`config.mk`:
```
export PLATFORM = sky130hd
export DESIGN_NAME = prio_intc
export DESIGN_NICKNAME = d
export VERILOG_FILES = /design/src/rtl/prio_intc.sv
export SDC_FILE = /design/constraint.sdc
export NUM_CORES = 1
export LEC_CHECK = 0
export BUFFER_PORTS_ARGS = -buffer_cell sky130_fd_sc_hd__buf_2
export CAP_MARGIN = 40
export CORE_ASPECT_RATIO = 0.8
export CORE_MARGIN = 2
export CORE_UTILIZATION = 45
export CTS_CLUSTER_DIAMETER = 30
export DETAILED_ROUTE_END_ITERATION = 12
export GPL_ROUTABILITY_DRIVEN = 0
export GPL_TIMING_DRIVEN = 0
export PLACE_DENSITY = 0.77
export SLEW_MARGIN = 10
export SYNTH_ARGS = -nofsm -noshare
export SYNTH_HDL_FRONTEND = slang
export SYNTH_SLANG_ARGS = --single-unit
```
`constraint.sdc`:
```
create_clock -name clk -period 5.5 [get_ports clk]
set_clock_uncertainty 0.15 [all_clocks]
set_input_delay 0.55 -clock clk [delete_from_list [all_inputs] [get_ports clk]]
set_output_delay 0.55 -clock clk [all_outputs]
set_load 0.02 [all_outputs]
```
`src/rtl/prio_intc.sv`:
```
module prio_intc (
  input  logic       clk,
  input  logic       rst_n,
  input  logic       wr_en,
  input  logic       addr,
  input  logic [7:0] wdata,
  output logic [7:0] rdata,
  input  logic [7:0] irq_in,
  input  logic       cascade_req,
  input  logic       inta,
  output logic       int_out,
  output logic [7:0] vec_out,
  output logic       vec_valid
);

  typedef enum logic [2:0] {S_OFF, S_W2, S_W3, S_W4, S_RUN} init_t;

  init_t      st;
  logic [7:0] irr, isr, imr;
  logic [7:0] lines, lines_d;
  logic [4:0] vbase;
  logic       need4, single, aeoi, smm, rsel;
  logic [1:0] ph;
  logic       inta_d;
  logic [2:0] sel;
  logic       ready;

  logic [7:0] pend, elig, isr_top, take_bit;
  logic [2:0] win;
  logic       any, blocked;

  assign ready = (st == S_RUN);
  assign lines = irq_in | {5'b0, cascade_req, 2'b0};

  wire wr_cmd   = wr_en && !addr;
  wire wr_dat   = wr_en && addr;
  wire icw1     = wr_cmd && wdata[4];
  wire ocw2     = wr_cmd && ready && (wdata[4:3] == 2'b00);
  wire ocw3     = wr_cmd && ready && (wdata[4:3] == 2'b01);
  wire eoi_cmd  = ocw2 && (wdata[7:5] == 3'b001);
  wire a_rise   = inta && !inta_d;
  wire a_fall   = !inta && inta_d;
  wire take     = a_rise && (ph == 2'd0) && ready;
  wire auto_eoi = a_fall && (ph == 2'd3) && aeoi;

  always_comb begin
    pend    = irr & ~imr;
    elig    = '0;
    blocked = 1'b0;
    for (int i = 0; i < 8; i++) begin
      if (isr[i] && !smm) blocked = 1'b1;
      if (pend[i] && !blocked) elig[i] = 1'b1;
    end
    win = 3'd7;
    any = 1'b0;
    for (int i = 7; i >= 0; i--) begin
      if (elig[i]) begin
        win = 3'(i);
        any = 1'b1;
      end
    end
  end

  assign isr_top  = isr & (~isr + 8'd1);
  assign take_bit = (take && any) ? (8'd1 << win) : 8'd0;

  always_ff @(posedge clk or negedge rst_n) begin
    if (!rst_n) begin
      lines_d <= '0;
      inta_d  <= 1'b0;
      irr     <= '0;
      isr     <= '0;
      ph      <= 2'd0;
      sel     <= 3'd7;
    end else begin
      lines_d <= lines;
      inta_d  <= inta;
      if (icw1 || !ready) irr <= '0;
      else irr <= ((irr | (lines & ~lines_d)) & lines) & ~take_bit;
      if (icw1) isr <= '0;
      else isr <= (isr | take_bit) & ~((eoi_cmd || auto_eoi) ? isr_top : 8'd0);
      if (take) sel <= any ? win : 3'd7;
      case (ph)
        2'd0:    if (a_rise) ph <= 2'd1;
        2'd1:    if (a_fall) ph <= 2'd2;
        2'd2:    if (a_rise) ph <= 2'd3;
        default: if (a_fall) ph <= 2'd0;
      endcase
    end
  end

  always_ff @(posedge clk or negedge rst_n) begin
    if (!rst_n) begin
      st     <= S_OFF;
      imr    <= '0;
      vbase  <= '0;
      need4  <= 1'b0;
      single <= 1'b1;
      aeoi   <= 1'b0;
      smm    <= 1'b0;
      rsel   <= 1'b0;
    end else if (icw1) begin
      st     <= S_W2;
      need4  <= wdata[0];
      single <= wdata[1];
      imr    <= '0;
      aeoi   <= 1'b0;
      smm    <= 1'b0;
      rsel   <= 1'b0;
    end else begin
      if (wr_dat) begin
        case (st)
          S_W2: begin
            vbase <= wdata[7:3];
            st    <= !single ? S_W3 : (need4 ? S_W4 : S_RUN);
          end
          S_W3: st <= need4 ? S_W4 : S_RUN;
          S_W4: begin
            aeoi <= wdata[1];
            st   <= S_RUN;
          end
          S_RUN:   imr <= wdata;
          default: ;
        endcase
      end
      if (ocw3) begin
        if (wdata[6]) smm  <= wdata[5];
        if (wdata[1]) rsel <= wdata[0];
      end
    end
  end

  assign int_out   = ready && any;
  assign vec_valid = (ph == 2'd3);
  assign vec_out   = vec_valid ? {vbase, sel} : 8'h00;
  assign rdata     = addr ? imr : (rsel ? isr : irr);

endmodule

```
==> impl_metrics.toml <==
[sta]
slew_violations = 0
tightest_slew_ns = 0.8436
rsz0062_at_grt = "no"
fin_crit_ns = 3.057
finalSetupViolCount = 0
period_share_pct = 55.59
slew_headroom_pct = 43.50
fmax_mhz = 327.1
setup_tns_ns = 0
finalWorstSetupSlack_ns = 2.443
hold_viol = 0

[synth]
synth_top_area_share_pct = 43.82
syn_area_mm2 = 0.002684
yosys.area_share.simple_pct = 24.24
synth_flop_cell = "dfrtp_1"
synth_mux_area_share_pct = 6.200
synth_area_leaders = "dfrtp_1 44%, nand2_1 5.3%, o21ai_0 4.7%, mux2i_1 4.1%, dfstp_2 3.9%"
syn_area_per_cell_um2 = 9.483
syn-num-nets = 309
synthCells = 283
yosysWarnings = 0
synth_xor_area_share_pct = 0
synth_cell_types = 44
seq_area_frac_synth_pct = 47.74
synth-compound-area-share_pct = 16.97
async_reset_ff_share_pct = 100.0
synth_edf_count = 0
synth_adder_area_share_pct = 1.865
ys_ff_latch = 51
yosysTopAreaCell = "dfrtp_1"
synth_top_family_by_area = "simple AND/OR/NAND/NOR gates"

[worst_setup_path]
r2r_start = "st[1]$_DFFE_PN0P_"
crit_required_ns = 4.80
path_class = "flip-flop to output pin"
start_kind = "flip-flop"
cp-end-kind = "output pin"
worstPathArrival_ns = 2.36
ff2ff_setup_slack_ns = 2.58
path_max_fanout = 10
timing.rr.end = "isr[7]$_DFF_PN0_"
r2r_cells = 7

[global_routing]
antenna_found_initial = 0
grt_max_degree = 27
grt_pass1_vias = 2336
grt-ovfl-total = 0
track_usage_pct = 21.52
grt_pass1_wl_um = 11140

[cts]
cts_root_buffer = "clkbuf_8"
cts_sinks = 51
cts_resized = 0
clock_latency_ns = 0.31
hold_buffers = 0
clkSlewWorstSetupHoldPaths_ns = 0.10
cts_tree = "built"
htree_levels = 2
post_cts_buffers = 0
cts_max_path_buffers = 2
cts_buffers = 5

[route]
drtAntennaViolNets = 0
post-route-drc-count = 0
drt_wl_total_um = 6493
wl_per_cell_um = 15.80
avgViaCountPerCell = 5.560
vias = 2285
drt_iter0_markers = 164
first_pass_iters = 4

[flow_run]
maxCapViolations = 0

[layout]
n_antenna_cell = 0
area_delta_synth_final_pct = 14.87
final_layout_size_suffix_gt1_share_pct = 20.91
nets = 356

[pwr]
clock_power_share_pct = 19.2
p_seq_share_pct = 48.2
peakVddDrop_mv = 0.1343
powerDensity_mw_per_mm2 = 350.3
power.leakage_nw = 1.438
pwr-share-comb_pct = 32.7
power.internal_mw = 0.6870
switching_share_pct = 36.39
switching_power_mw = 0.3929

[run_status]
run_status = "completed"

[die]
die_y_um = 73.08
row_count = 25
core_mm2 = 0.005849
die_area_mm2 = 0.006602
start_util_pct = 45.88
boundaryPins = 40
dieWidth_um = 90.34

[place]
portBuffers = 39
pre_cts_ws_ns = 2.619
dp_hpwl_um = 4743

[worst_hold_path]
hp-class = "input pin to asynchronous set/reset pin"
## sequential cells by signal (all words and copies together), names as in the netlist
register and count:
ph 2, single 1, inta_d 1, lines_d 8, isr 8, rsel 1
smm 1, need4 1, st 3, sel 3, imr 8, vbase 5
irr 8, aeoi 1
## power by group through the flow
stage,sequential (mW),combinational (mW),clock [mW]
global route,0.533,0.399,0.227
finish,0.520,0.353,0.207
detailed placement,0.526,0.355,0
global placement,0.523,0.340,0
CTS,0.519,0.356,0.213
floorplan,0.507,0.251,0
## worst max path at each step
| stage | cells after the start | from | slack, ns | to |
|---|---|---|---|---|
| finish | 7 | isr[0]$_DFF_PN0_ | 2.44 | int_out |
| global route | 7 | isr[0]$_DFF_PN0_ | 2.16 | int_out |
| CTS | 7 | isr[0]$_DFF_PN0_ | 2.47 | int_out |
| detailed placement | 7 | st[0]$_DFFE_PN0P_ | 2.62 | isr[7]$_DFF_PN0_ |
| global placement | 7 | st[0]$_DFFE_PN0P_ | 2.70 | isr[6]$_DFF_PN0_ |
| floorplan | 7 | st[0]$_DFFE_PN0P_ | 2.85 | isr[7]$_DFF_PN0_ |
## cells in the mapped netlist, types with 2 or more instances
cell type and n:
inv_1 6, or3_1 2, o211a_1 4, clkbuf_1 11, nor2b_1 8, dfrtp_1 47, nand2_1 38, mux2i_1 11
nor4_1 4, a21oi_1 15, or4b_4 2, and2_1 8, dfstp_2 4, o41ai_1 2, a31o_2 3, o311ai_0 3
o31ai_1 2, ha_1 4, a21boi_0 2, a31oi_1 5, nor3b_1 3, or2_2 2, nor3_1 4, o21ai_0 25
nor2_1 24, nand3_1 10, o41ai_2 2, nand2b_1 12, mux2_2 5
## logic make-up after synthesis
family | Yosys count
fa+ha+maj | 4
compound gates | 69
mux | 16
flops | 51
simple gates | 124
buf+inv | 19
## layout by cell type (no fill, tap or decap), types with 4 or more instances in the layout
| master | netlist | final |
|---|---|---|
| dfrtp_1 | 47 | 47 |
| buf_2 | 1 | 40 |
| nand2_1 | 38 | 38 |
| o21ai_0 | 25 | 25 |
| nor2_1 | 24 | 24 |
| a21oi_1 | 15 | 15 |
| nand2b_1 | 12 | 12 |
| clkbuf_1 | 11 | 11 |
| mux2i_1 | 11 | 11 |
| nand3_1 | 10 | 10 |
| nor2b_1 | 8 | 8 |
| and2_1 | 8 | 8 |
| inv_1 | 6 | 6 |
| a31oi_1 | 5 | 5 |
| mux2_2 | 5 | 5 |
| clkbuf_8 | 0 | 5 |
| nor3_1 | 4 | 4 |
| o211a_1 | 4 | 4 |
| nor4_1 | 4 | 4 |
| ha_1 | 4 | 4 |
| dfstp_2 | 4 | 4 |
## metrics by stage
stage	hold WS [ns]	std cells	total power [mW]	utilization, %	instance area [um2]
3_3_place_gp	0.3069	403	0.8627	50.95	2980
2_1_floorplan	0.1044	283	0.7581	-	2684
3_5_place_dp	0.3054	404	0.8805	51.29	3000
4_1_cts	0.1002	411	1.088	52.71	3083
6_report	0.07786	411	1.080	52.71	3083
5_1_grt	0.1296	411	1.158	52.71	3083
## critical path: stages, from the launching register on
cell and delay, ns:
dfrtp_1 0.33, clkbuf_1 0.32, nor3_1 0.16, o21ai_0 0.39, nand2_1 0.27, nor4_1 0.34
nor2_1 0.08, buf_2 0.16
## routing by layer
metal  vias up  track usage, %  wire length, um
met5         -               0                0
met1      1114           29.00             3034
li1       1103               -                -
met2        57           36.34             3063
met3        11           3.616              307
met4         0           6.496               88
## layout make-up
cell class / instances / area, um2
fillers: 552 / 2766
multi-input cells: 213 / 1323
flip-flops and latches: 51 / 1281
repair buffers: 40 / 215.2
well taps: 81 / 101.3
clock buffers: 5 / 68.82
plain buffers: 13 / 57.56
inverters: 6 / 22.52
clock inverters: 2 / 13.76
Note: power is estimated with default switching activity, not from simulation.
